### src/rtl/seq_pkg.sv
`timescale 1ns/1ps
package seq_pkg;

  localparam int unsigned DEF_STAGES = 5;

  // Number of positions where neighbouring bits differ, over the low n bits.
  function automatic int unsigned adj_flips(input logic [31:0] v, input int unsigned n);
    int unsigned cnt;
    cnt = 0;
    for (int unsigned i = 0; i + 1 < n; i++) begin
      if (v[i] != v[i+1]) cnt++;
    end
    return cnt;
  endfunction

endpackage

### src/rtl/seq_ring_guard.sv
`timescale 1ns/1ps
module seq_ring_guard #(
  parameter int unsigned STAGES = seq_pkg::DEF_STAGES
) (
  input  logic [STAGES-1:0] ring,
  output logic              legal
);
  // A legal twisted-ring pattern is one block of ones and one block of zeros,
  // so there is at most one flip between neighbouring stages.
  always_comb begin
    legal = (seq_pkg::adj_flips(32'(ring), STAGES) <= 1);
  end
endmodule

### src/rtl/seq_ring.sv
`timescale 1ns/1ps
module seq_ring #(
  parameter int unsigned STAGES = seq_pkg::DEF_STAGES
) (
  input  logic              clk,
  input  logic              rst_n,
  input  logic              advance,
  input  logic              legal,
  output logic [STAGES-1:0] state_q
);
  logic [STAGES-1:0] state_d;

  always_comb begin
    state_d = state_q;
    if (advance) begin
      if (legal) state_d = {state_q[STAGES-2:0], ~state_q[STAGES-1]};
      else       state_d = '0;
    end
  end

  always_ff @(posedge clk or negedge rst_n) begin
    if (!rst_n)       state_q <= '0;
    else if (advance) state_q <= state_d;
  end


  illegal_flush_chk: assert property (@(posedge clk) disable iff (!rst_n)
    (advance && !legal) |=> (state_q == '0));

endmodule

### src/rtl/seq_decode.sv
`timescale 1ns/1ps
module seq_decode #(
  parameter int unsigned STAGES = seq_pkg::DEF_STAGES,
  localparam int unsigned OUTS = 2 * STAGES
) (
  input  logic [STAGES-1:0] ring,
  output logic [OUTS-1:0]   phase
);
  // Both ends low: step 0. Both ends high: step STAGES.
  assign phase[0]      = ~ring[0] & ~ring[STAGES-1];
  assign phase[STAGES] =  ring[0] &  ring[STAGES-1];

  // A rising front of ones marks the filling half of the cycle. A falling
  // front marks the emptying half.
  for (genvar k = 1; k < STAGES; k++) begin : g_pair
    assign phase[k]          =  ring[k-1] & ~ring[k];
    assign phase[STAGES + k] = ~ring[k-1] &  ring[k];
  end
endmodule

### src/rtl/johnson_decade_seq.sv
`timescale 1ns/1ps
module johnson_decade_seq #(
  parameter int unsigned STAGES = seq_pkg::DEF_STAGES,
  localparam int unsigned OUTS = 2 * STAGES
) (
  input  logic            clk,
  input  logic            rst_n,
  input  logic            hold,
  output logic [OUTS-1:0] phase,
  output logic            carry_out
);
  logic [STAGES-1:0] ring_q;
  logic              ring_ok;
  logic              count_en;

  assign count_en = ~hold;

  seq_ring_guard #(.STAGES(STAGES)) u_guard (
    .ring  (ring_q),
    .legal (ring_ok)
  );

  seq_ring #(.STAGES(STAGES)) u_ring (
    .clk     (clk),
    .rst_n   (rst_n),
    .advance (count_en),
    .legal   (ring_ok),
    .state_q (ring_q)
  );

  seq_decode #(.STAGES(STAGES)) u_dec (
    .ring  (ring_q),
    .phase (phase)
  );

  assign carry_out = ~ring_q[STAGES-1];


  reset_state_chk: assert property (@(posedge clk)
    !rst_n |-> (phase == OUTS'(1) && carry_out));


  one_active_chk: assert property (@(posedge clk) disable iff (!rst_n)
    ring_ok |-> $onehot(phase));


  step_rotate_chk: assert property (@(posedge clk) disable iff (!rst_n)
    (!hold && ring_ok) |=> (!ring_ok ||
      phase == {$past(phase[OUTS-2:0]), $past(phase[OUTS-1])}));


  hold_freeze_chk: assert property (@(posedge clk) disable iff (!rst_n)
    hold |=> (!ring_ok || ($stable(phase) && $stable(carry_out))));


  carry_half_chk: assert property (@(posedge clk) disable iff (!rst_n)
    ring_ok |-> (carry_out == (phase[STAGES-1:0] != '0)));


  carry_wrap_chk: assert property (@(posedge clk) disable iff (!rst_n)
    (ring_ok && $rose(carry_out)) |-> phase[0]);

endmodule

### config.mk
export PLATFORM = sky130hd
export DESIGN_NAME = johnson_decade_seq
export DESIGN_NICKNAME = d
export VERILOG_FILES = /design/src/rtl/seq_pkg.sv /design/src/rtl/seq_ring_guard.sv /design/src/rtl/seq_ring.sv /design/src/rtl/seq_decode.sv /design/src/rtl/johnson_decade_seq.sv
export SDC_FILE = /design/constraint.sdc
export NUM_CORES = 1
export LEC_CHECK = 0
export ABC_AREA = 1
export BUFFER_PORTS_ARGS = -buffer_cell sky130_fd_sc_hd__buf_4
export CAP_MARGIN = 10
export CORE_AREA = 2 2 39 41
export CTS_CLUSTER_DIAMETER = 100
export DETAILED_ROUTE_END_ITERATION = 10
export DIE_AREA = 0 0 41 43
export PLACE_DENSITY_LB_ADDON = 0.12
export RECOVER_POWER = 50
export SETUP_SLACK_MARGIN = 0.5
export SKIP_LAST_GASP = 1
export SYNTH_ARGS = -nofsm -noshare
export SYNTH_HDL_FRONTEND = slang
export SYNTH_SLANG_ARGS = --single-unit
### constraint.sdc
create_clock -name clk -period 2.97 [get_ports clk]
set_input_delay 0.4455 -clock clk [delete_from_list [all_inputs] [get_ports clk]]
set_output_delay 0.4455 -clock clk [all_outputs]
set_load 0.02 [all_outputs]
# [Yosys cells after proc, flatten, opt, wreduce, memory -nomap -nowiden]
# Cells that the tools add are included.
[totals] regBits=5 output_inout_bits=11 wordCells=29
[op_classes] eq_ne=4 bitwise_logic=15 magnitude_cmp=1 mux=5 n_addsub=3
[ops] cell="two-way mux 32 bit" n=3
[ops] cell="adder 32 x 1 -> 32 bit, second input constant" n=2
[ops] cell="<= comparator 32 x 1 -> 1 bit, second input constant" n=1
[ops] cell="bitwise AND 1 bit" n=10
[ops] cell="two-way mux 5 bit" n=1
[ops] cell="NOT 1 bit" n=5
[ops] cell="!= test 1 bit" n=4
[ops] cell="adder 1 x 1 -> 2 bit, second input constant" n=1
[ops] cell="two-way mux 1 bit" n=1

# [Depth between registers and ports, before layout]
# Gate-level depths: netlist (run 1).
[depth] depth_word=10 ltp_mapped=13 ltp_nobuf=13

# [By module]
# Synthesis (run 1) repeated with hierarchy kept, for this count alone.
[hier_totals] hier_cells=80 area_unflattened_um2=465.4
[modules_own_cells] module="seq_ring_guard" cells_per_inst=40 seq_area_each_um2=0.0 instances=1 area_each_um2=202.7
[modules_own_cells] module="seq_ring" cells_per_inst=22 seq_area_each_um2=125.1 instances=1 area_each_um2=195.2
[modules_own_cells] module="seq_decode" cells_per_inst=16 seq_area_each_um2=0.0 instances=1 area_each_um2=60.1
[modules_own_cells] module="johnson_decade_seq" cells_per_inst=2 seq_area_each_um2=0.0 instances=1 area_each_um2=7.5

# [Worst setup path before layout (run 1)]
# OpenSTA, ideal clock, no wires.
[synth_timing] kind="register to register" start="register u_ring.state_q[1]" end="register u_ring.state_q[1]" path_buffers=0 setup_time_ns=0.117 arrival_time_ns=1.852 path_stages_with_launch=13 setup_slack_ns=1.001 t_required_ns=2.853 cell_sequence="dfrtp_1 inv_1 ha_1 inv_1 ha_1 inv_1 nor2_1 nor2_1 ha_1 o21ai_1 a21oi_2 nand3_1 nand2_1"
[synth_via] elab_chain_len=10 elab_cells_between_ends=11 classes_between="add/sub: 3; order compare: 1; eq/ne: 2; mux: 5"
[synth_rtl] item="start, declared" line="seq_ring.sv:9" source="output logic [STAGES-1:0] state_q"
[synth_rtl] item="start signal, assigned" line="seq_ring.sv:23" source="else if (advance) state_q <= state_d;"
[synth_rtl] item="!= test 1 bit" line="seq_pkg.sv:11" source="if (v[i] != v[i+1]) cnt++;"
[synth_rtl] item="two-way mux 1 bit" line="seq_pkg.sv:11"
[synth_rtl] item="adder 1 x 1 -> 2 bit" line="seq_pkg.sv:11"
[synth_rtl] item="two-way mux 32 bit *" line="seq_pkg.sv:11"
[synth_rtl] item="adder 32 x 1 -> 32 bit" line="seq_pkg.sv:11"
[synth_rtl] item="two-way mux 32 bit *" line="seq_pkg.sv:11"
[synth_rtl] item="adder 32 x 1 -> 32 bit" line="seq_pkg.sv:11"
[synth_rtl] item="two-way mux 32 bit *" line="seq_pkg.sv:11"
[synth_rtl] item="<= comparator 32 x 1 -> 1 bit *" line="seq_ring_guard.sv:11" source="legal = (seq_pkg::adj_flips(32'(ring), STAGES) <= 1);"
[synth_rtl] item="two-way mux 5 bit *" line="seq_ring.sv:16" source="if (legal) state_d = {state_q[STAGES-2:0], ~state_q[STAGES-1]};"
# Mark *: on every way between the ends. The rest lies on a longest branch, timed or not.
# A chain may end at the register's enable or synchronous reset.

# [Final worst setup path (run 1)]
# Same ends and word-level chain as after synthesis.

==> key figures, run 1 <==
Place
  – Port buffer count: 13
  – HPWL after detailed placement: 795 microns
  – Placed instance count: 95
  – Placer Congestion: 0.756
  – Dpl cell area: 587 sq um

Logic synthesis
  – Synth Area in XOR/XNOR: 0
  – Syn Area/Cell: 7.06 sq um
  – Synth Warn #: 0
  – Register area share after synthesis: 0.265
  – Asr flop ratio synth: 1.00
  – Synthesized cell area: 473 sq um
  – Top cell type's share of synthesized area: 0.291
  – Post-synth top flop: dfrtp_1
  – Combinational family with the most area after synthesis: simple AND/OR/NAND/NOR gates
  – Post-Synth Simple-Gate Area: 0.299
  – Synthesized Nets: 81
  – Post-synthesis adder-cell area fraction: 0.291
  – Top cells by area, synth: ha_1 29%, dfrtp_1 26%, nand2_1 12%
  – Post-synth cell types: 12
  – Cell taking the most area after synthesis: ha_1
  – Synthesized instance count: 67
  – Post-synth EDFFs: 0
  – FF+latch count, synth: 5
  – Most numerous cell in the Yosys netlist: nand2_1
  – Post-synthesis mux area share: 0
  – Synth Area in Compound Gates: 0.0423
  – Top cells by count, synth: 15 x nand2_1, 13 x nor2_1, 12 x inv_1

Worst setup path
  – R2R depth: 12
  – Startpoint Class: flip-flop
  – Critical Path RT: 3.15 ns
  – WP buf/inv: 3
  – Worst Path Arrival: 2.34 ns
  – CP Class: reg2reg
  – CP max FO: 5
  – Critical R2R Capture: u_ring.state_q[1]
  – Worst path cell trace: inv_1 -> ha_1 -> inv_1 -> ha_1 -> inv_1 -> nor2_1 -> nor2_1 -> ha_1 -> o21ai_1 -> a21oi_2 -> nand3_1 -> nand2_1
  – Element type at the critical path end: flip-flop
  – RR Startpoint: u_ring.state_q[1]
  – FF-to-FF setup slack: 0.80 ns
  – Critical path's slowest cell: dfrtp_1
  – Top delay family on crit path: adder cells
  – CP peak stage delay: 0.38 ns

Detailed routing
  – DRC errors left: 0
  – Total Wirelength: 989 microns
  – Number of vias per cell: 4.40
  – Total number of vias: 440
  – DRT Pass-1 Iters: 2
  – Initial drt markers: 7
  – Remaining antenna violation count: 0
  – Wire length per cell: 9.89 microns

Die
  – Initial cell density of the core: 0.342
  – Die area: 0.00176 sq mm
  – Row Count: 14
  – IO Pins: 14
  – Die W: 41 microns
  – Die Height: 43 microns
  – Placeable Area: 0.00138 sq mm

Clock network
  – CTS max path bufs: 2
  – CTS tree: built
  – # resized after CTS: 0
  – Clock sink count: 5
  – Worst-skew pair later-pin latency: 0.24 ns
  – CTS clock-pin slew for the worst setup and hold paths: 0.05 ns
  – CTS H-tree lvls: 1
  – Root buf cell: clkbuf_4
  – CTS Buf Count: 3

Timing
  – Slew Limit Headroom: 0.793
  – Max-slew violations: 0
  – Least-Margin Pin Slew: 0.310 ns
  – Period utilization: 0.730
  – Final min period: 2.17 ns
  – Hold Fails Final Rpt: 0
  – RSZ-0062 raised after global routing: false
  – Fmax: 461 MHz
  – Max Clock Skew: 0.00345 ns
  – Endpoints failing setup: 0
  – Sum Neg Setup Slack: 0 ns
  – Min Hold Slack: 0.493 ns

Worst hold path
  – Worst min path class: in2reg
  – Min-delay src: hold
  – WHS Path Cells: 3
  – Hold Path End: u_ring.state_q[0]

Final layout
  – Post-route cell area: 601 sq um
  – Share of cells above drive strength 1: 0.143
  – Max reg flops: 5
  – Syn-to-layout area delta: 27.0%
  – Top flop regs: u_ring.state_q: 5 flops
  – Top reg by flops: u_ring.state_q
  – Total Nets Final: 99
  – Fin cells: 100
  – Diodes inserted: 0

GRT
  – First-pass GRT wire length: 1630 microns
  – Global-route usage over all layers: 0.140
  – Gr ovfl total: 0
  – Largest net degree at the start of global routing: 11
  – Vias in the first global route: 386
  – Initial antenna violation count: 0

Job
  – Number of max-cap violations: 0

Status
  – Status: finished, final reports clean
[kinds of logic after synthesis]
kind of cell	after synthesis
flip-flops	5
AND/OR/NAND/NOR	35
buffers and inverters	13
adder cells (fa/ha/maj)	11
AO/OA/AOI/OAI	3
[worst reg2reg max path, cell delays in order (launching register included)]
cell     delay (ns)
dfrtp_1        0.38
inv_1          0.09
ha_1           0.34
inv_1          0.08
ha_1           0.32
inv_1          0.06
nor2_1         0.04
nor2_1         0.11
ha_1           0.17
o21ai_1        0.08
a21oi_2        0.26
nand3_1        0.11
nand2_1        0.07
[routing by layer]
layer / GRT usage / wire, microns / up-vias
met2: 0.194 / 467 / 7
li1: - / - / 239
met5: 0 / 0 / -
met1: 0.190 / 469 / 192
met3: 0.0471 / 38 / 2
met4: 0.0600 / 14 / 0
[cell type report]
class / instances / area, sq um
sequential: 5 / 125
tap: 16 / 20.0
clock buffer: 4 / 26.3
fill: 163 / 783
inverter: 12 / 45.0
multi-input combinational: 49 / 299
timing repair buffer: 14 / 85.1
[worst max path at each step]
stage / startpoint / end / slack (ns) / cells after the start
after global placement: u_ring.state_q[0] / u_ring.state_q[1] / 0.84 / 12
after global routing: u_ring.state_q[1] / u_ring.state_q[4] / 0.53 / 12
after detailed placement: u_ring.state_q[1] / u_ring.state_q[1] / 0.80 / 12
after CTS: u_ring.state_q[0] / u_ring.state_q[1] / 0.79 / 12
final: u_ring.state_q[1] / u_ring.state_q[1] / 0.80 / 12
after floorplan: u_ring.state_q[1] / u_ring.state_q[1] / 1.00 / 12
[layout by cell type, fill, tap and decap left out, drive strengths merged]
cell type    synthesis  routed
o21ai                1       1
nor2                13      13
clkbuf               1      10
nand2               16      16
a31oi                1       1
nand3                5       5
dfrtp                5       5
nor3                 1       1
a21oi                1       1
inv                 12      12
dlygate4sd3          0       1
ha                  11      11
buf                  0       7
[what timing repair did]
item                                   in CTS  in global routing
hold buffers                                1                  0
setup endpoints to repair                   0                  0
endpoints found under the hold margin       2                  0
buffers inserted                            0                  0
[through the flow]
| step | setup slack [ns] | utilization |
|---|---|---|
| 2_1_floorplan | 1.00 | - |
| 3_3_place_gp | 0.836 | 0.424 |
| 3_5_place_dp | 0.799 | 0.424 |
| 5_1_grt | 0.535 | 0.434 |
| 6_report | 0.802 | 0.434 |
| 4_1_cts | 0.787 | 0.450 |
Power of run 1 is not shown: default switching activity piles up to over one toggle a cycle in this logic, so the estimate is an artifact.
==> inputs of run 2 (changes only) <==
ABC_AREA = 0   (was 1)
clock period = 1.75 ns   (was 2.97 ns; I/O delays follow)
==> run 2 against run 1 <==
Net effect: the flow now finishes with violations (negative setup slack); via count rose by 15%; routed wire length up 51%; worst setup slack got worse by 1.2 ns; first-iteration DRC count fell by 43%; register-to-register slack worse by 1.2 ns; non-clock buffer count up 26; clock skew is 0.0010 ns lower; global-route usage increased by 5.8 points; core utilization is 34 points higher; critical path type unchanged.
==> key figures, run 2 <==
Timing
  – Final min period: 2.10 ns
  – Least-Margin Pin Slew: 0.294 ns
  – Slew Limit Headroom: 0.804
  – Fmax: 475 MHz
  – Min Hold Slack: 0.321 ns
  – Max-slew violations: 0
  – Final WS setup: -0.354 ns
  – Period utilization: 1.20
  – Hold Fails Final Rpt: 0
  – Max Clock Skew: 0.00240 ns
  – RSZ-0062 raised after global routing: true
  – Endpoints failing setup: 5

Clock network
  – CTS tree: built
  – CTS max path bufs: 2
  – CTS H-tree lvls: 1
  – CTS clock-pin slew for the worst setup and hold paths: 0.04 ns
  – Root buf cell: clkbuf_4
  – CTS Buf Count: 3
  – Clock sink count: 5
  – Worst-skew pair later-pin latency: 0.25 ns

Final layout
  – Commonest non-fill, non-tap cell in the layout: buf_4
  – Share of cells above drive strength 1: 0.767
  – Total Nets Final: 105
  – Most frequent cells in the layout: 23 x buf_4, 15 x buf_6, 8 x ha_4
  – Top flop regs: u_ring.state_q: 5 flops
  – Top reg by flops: u_ring.state_q
  – Syn-to-layout area delta: 137%
  – Diodes inserted: 0
  – Max reg flops: 5

Worst setup path
  – Critical Path RT: 1.89 ns
  – Critical path's slowest cell: dfrtp_1
  – CP max FO: 4
  – Startpoint Class: flip-flop
  – CP peak stage delay: 0.40 ns
  – Worst path cell trace: inv_2 -> ha_4 -> inv_2 -> ha_4 -> mux2_4 -> ha_4 -> nor2_4 -> o32ai_4 -> buf_4 -> o41ai_4
  – Element type at the critical path end: flip-flop
  – CP Class: reg2reg
  – Worst Path Arrival: 2.24 ns
  – Most used cell, CP: ha_4

Logic synthesis
  – Top cells by area, synth: ha_1 30%, dfrtp_1 28%, o41ai_1 9.7%
  – Asr flop ratio synth: 1.00
  – Post-synth EDFFs: 0
  – Post-synth cell types: 13
  – Most numerous cell in the Yosys netlist: ha_1
  – Synth Warn #: 0
  – Synthesized Nets: 61
  – Post-synth top flop: dfrtp_1
  – Top cell type's share of synthesized area: 0.305
  – Synthesized instance count: 47
  – Register area share after synthesis: 0.277
  – Top cells by count, synth: 11 x ha_1, 8 x inv_1, 6 x nand2_1
  – Synthesized cell area: 452 sq um
  – FF+latch count, synth: 5
  – Cell taking the most area after synthesis: ha_1
  – Syn Area/Cell: 9.61 sq um

Status
  – Violated checks: negative setup slack
  – Status: finished, violations left

Detailed routing
  – DRT Pass-1 Iters: 4
  – DRC errors left: 0
  – Remaining antenna violation count: 0
  – Total number of vias: 507
  – Wire length per cell: 14.1 microns
  – Number of vias per cell: 4.78
  – Total Wirelength: 1490 microns
  – Initial drt markers: 4

Place
  – Placer Congestion: 0.707
  – HPWL after detailed placement: 961 microns
  – Port buffer count: 13

Worst hold path
  – Worst min path class: in2reg

Job
  – Number of max-cap violations: 0

Die
  – Die W: 41 microns
  – Initial cell density of the core: 0.326
  – Die area: 0.00176 sq mm
  – IO Pins: 14
  – Placeable Area: 0.00138 sq mm
  – Row Count: 14
  – Die Height: 43 microns

GRT
  – Vias in the first global route: 514
  – Largest net degree at the start of global routing: 11
  – First-pass GRT wire length: 2220 microns
  – Initial antenna violation count: 0
  – Gr ovfl total: 0
  – Global-route usage over all layers: 0.197
run 2: worst max-delay path, delay by kind of cell (launching register included):
kind                       cells  cell delay (ns)
adders and majority gates      3             0.64
DFF                            1             0.40
AOI/OAI and AO/OA              2             0.33
muxes                          1             0.27
buffers and inverters          3             0.26
and+or+nand+nor                1             0.09
run 2: kinds of logic after synthesis:
group,count (synthesis),synth area share
buf+inv,9,0.0748
compound gates,8,0.175
mux,1,0.0249
simple gates,12,0.125
flops,5,0.277
fa+ha+maj,11,0.305
xor+xnor,1,0.0194
run 2: layout make-up:
| type | instances | area, sq um |
|---|---|---|
| Inverter | 8 | 35.0 |
| Multi-Input combinational cell | 33 | 505 |
| Timing Repair Buffer | 40 | 355 |
| Tap cell | 16 | 20.0 |
| Fill cell | 87 | 315 |
| Sequential cell | 5 | 126 |
| Clock buffer | 4 | 26.3 |
run 2: worst paths after layout:
check,from,endpoint,slack [ns],cells after the start
min in group asynchronous,rst_n,u_ring.state_q[3],0.40,2
worst max register to register,u_ring.state_q[1],u_ring.state_q[1],-0.35,10
max in group asynchronous,rst_n,u_ring.state_q[2],1.11,2
worst max-delay path,u_ring.state_q[1],u_ring.state_q[1],-0.35,10
worst min register to register,u_ring.state_q[4],u_ring.state_q[0],0.67,2
worst min-delay path,hold,u_ring.state_q[3],0.32,2
run 2: through the flow:
| step | cells | util | TNS, ns | worst slack (ns) | cell area, sq um |
|---|---|---|---|---|---|
| 2_1_floorplan | 47 | - | -1.48 | -0.296 | 563 |
| 3_3_place_gp | 88 | 0.560 | -1.46 | -0.321 | 774 |
| 3_5_place_dp | 88 | 0.560 | -1.62 | -0.348 | 774 |
| 4_1_cts | 98 | 0.686 | -1.57 | -0.345 | 950 |
| 5_1_grt | 106 | 0.772 | -2.15 | -0.444 | 1070 |
| 6_report | 106 | 0.772 | -1.67 | -0.354 | 1070 |
run 2: per-layer routing:
layer	track usage	vias to the layer above	wire, microns
li1	-	253	-
met1	0.211	233	560
met2	0.322	17	806
met3	0.0262	4	61
met4	0.153	0	63
met5	0	-	0
run 2: repair_timing:
item / 4_1_cts / 5_1_grt
pin swaps: 8 / 8
endpoints found under the hold margin: 5 / 0
hold buffers: 1 / 0
resized for setup: 27 / 9
setup buffers: 5 / 8
setup endpoints to repair: 15 / 16
Power of run 2 is left out for the same reason.
==> inputs of run 3 (changes only) <==
==> constraint.sdc (replaced) <==
create_clock -name clk -period 1.75 [get_ports clk]
set_input_delay 0.35 -clock clk [delete_from_list [all_inputs] [get_ports clk]]
set_output_delay 0.35 -clock clk [all_outputs]
set_load 0.02 [all_outputs]
==> run 3 against run 2 <==
Net effect: the run still ends with negative setup slack left; sequential cell count unchanged; critical path depth decreased by 1; hold slack improved by 0.083 ns; non-clock buffer count decreased by 4; worst setup slack improved by 0.014 ns; critical path type unchanged; largest cell class unchanged.
==> key figures, run 3 (synthesis gave the netlist of run 2 again) <==
Worst setup path
  – Startpoint Class: flip-flop
  – Critical Path RT: 1.88 ns
  – Critical path's slowest cell: dfrtp_1
  – CP Class: reg2reg
  – Element type at the critical path end: flip-flop
  – Most used cell, CP: ha_4
  – RR Startpoint: u_ring.state_q[1]
  – Crit path launch: u_ring.state_q[1]
  – Worst path cell trace: inv_2 -> ha_4 -> inv_2 -> ha_4 -> xnor2_2 -> ha_4 -> nor2_1 -> o221a_4 -> o41ai_2
  – Top delay family on crit path: adder cells
  – WP buf/inv: 2
  – CP peak stage delay: 0.40 ns
  – CP max FO: 5
  – Worst Path Arrival: 2.22 ns

GRT
  – Vias in the first global route: 521
  – Global-route usage over all layers: 0.194
  – Gr ovfl total: 0
  – Largest net degree at the start of global routing: 11
  – Initial antenna violation count: 0
  – First-pass GRT wire length: 2180 microns

Clock network
  – CTS H-tree lvls: 1
  – Root buf cell: clkbuf_4
  – Worst-skew pair later-pin latency: 0.25 ns
  – CTS clock-pin slew for the worst setup and hold paths: 0.04 ns
  – CTS max path bufs: 2
  – CTS tree: built
  – Clock sink count: 5
  – CTS Buf Count: 3

Final layout
  – Post-route cell area: 0.00107 sq mm
  – Top reg by flops: u_ring.state_q
  – Share of cells above drive strength 1: 0.767
  – Total Nets Final: 101
  – Diodes inserted: 0
  – Syn-to-layout area delta: 136%
  – Top flop regs: u_ring.state_q: 5 flops
  – Fin util: 0.771
  – Commonest non-fill, non-tap cell in the layout: buf_6
  – Fin cells: 102
  – Max reg flops: 5
  – Most frequent cells in the layout: 20 x buf_6, 14 x buf_4, 9 x ha_4

Timing
  – Max-slew violations: 0
  – Hold Fails Final Rpt: 0
  – Max Clock Skew: 0.00199 ns
  – Fmax: 478 MHz
  – Slew Limit Headroom: 0.706
  – Endpoints failing setup: 5
  – Final min period: 2.09 ns
  – Least-Margin Pin Slew: 0.441 ns
  – Final WS setup: -0.340 ns
  – Min Hold Slack: 0.404 ns
  – RSZ-0062 raised after global routing: true
  – Period utilization: 1.19

Die
  – Placeable Area: 0.00138 sq mm
  – IO Pins: 14
  – Initial cell density of the core: 0.326
  – Die Height: 43 microns
  – Die W: 41 microns
  – Die area: 0.00176 sq mm
  – Row Count: 14

Place
  – Placed instance count: 88
  – Port buffer count: 13
  – Placer Congestion: 0.707
  – HPWL after detailed placement: 961 microns
  – Dpl cell area: 774 sq um

Worst hold path
  – Worst min path class: in2reg
  – Min-delay src: hold

Status
  – Violated checks: negative setup slack
  – Status: finished, violations left

Detailed routing
  – DRT Pass-1 Iters: 4
  – Wire length per cell: 15.2 microns
  – Total Wirelength: 1550 microns
  – Number of vias per cell: 4.95
  – Total number of vias: 505
  – DRC errors left: 0
  – Initial drt markers: 4
  – Remaining antenna violation count: 0

Job
  – Number of max-cap violations: 0
==> run 3: changes by cell type in the layout (fill, tap and decap cells not counted), moves of 2 or more <==
| cell | change |
|---|---|
| buf_6 | +5 |
| nor2_4 | +2 |
| nor2_1 | -2 |
| buf_4 | -9 |
==> run 3: cell type report <==
class	instances	area, sq um
Timing Repair Buffer	36	344
Sequential cell	5	126
Inverter	8	40.0
Multi-Input combinational cell	33	510
Tap cell	16	20.0
Clock buffer	4	26.3
Fill cell	88	317
==> run 3: worst reg2reg max path: cells and delay by family (launching register included) <==
kind / cells / cell delay, ns
adder cells (fa/ha/maj): 3 / 0.66
flip-flops: 1 / 0.40
AND/OR/NAND/NOR: 1 / 0.05
AO/OA/AOI/OAI: 2 / 0.59
buffers and inverters: 2 / 0.11
XOR/XNOR: 1 / 0.16
==> run 3: path summary, 6_finish.rpt <==
check	slack, ns	end	cells after the start
max	-0.34	u_ring.state_q[2]	9
min	0.40	u_ring.state_q[3]	2
max reg2reg	-0.34	u_ring.state_q[2]	9
min reg2reg	0.71	u_ring.state_q[2]	3
max in group asynchronous	1.01	u_ring.state_q[2]	2
min in group asynchronous	0.50	u_ring.state_q[3]	2
==> run 3: repair_timing <==
action | CTS | global route
hold buffers | 1 | 0
gates resized for setup | 27 | 19
pin swaps | 8 | 4
hold endpoints to repair | 5 | 0
setup buffers | 6 | 3
setup endpoints to repair | 16 | 16
==> run 3: layer usage <==
metal  wire length, microns  global-route usage  vias to the layer above
met3                     44              0.0262                        4
met1                    518               0.191                      238
met2                    926               0.331                       17
li1                       -                   -                      246
met5                      0                   0                        -
met4                     60               0.153                        0
==> run 3: stage by stage <==
stage / setup slack [ns] / TNS [ns]
after CTS: -0.345 / -1.57
after global placement: -0.321 / -1.46
final: -0.340 / -1.56
after detailed placement: -0.348 / -1.62
after floorplan: -0.296 / -1.48
after global routing: -0.430 / -2.01
Power of run 3 is left out for the same reason.
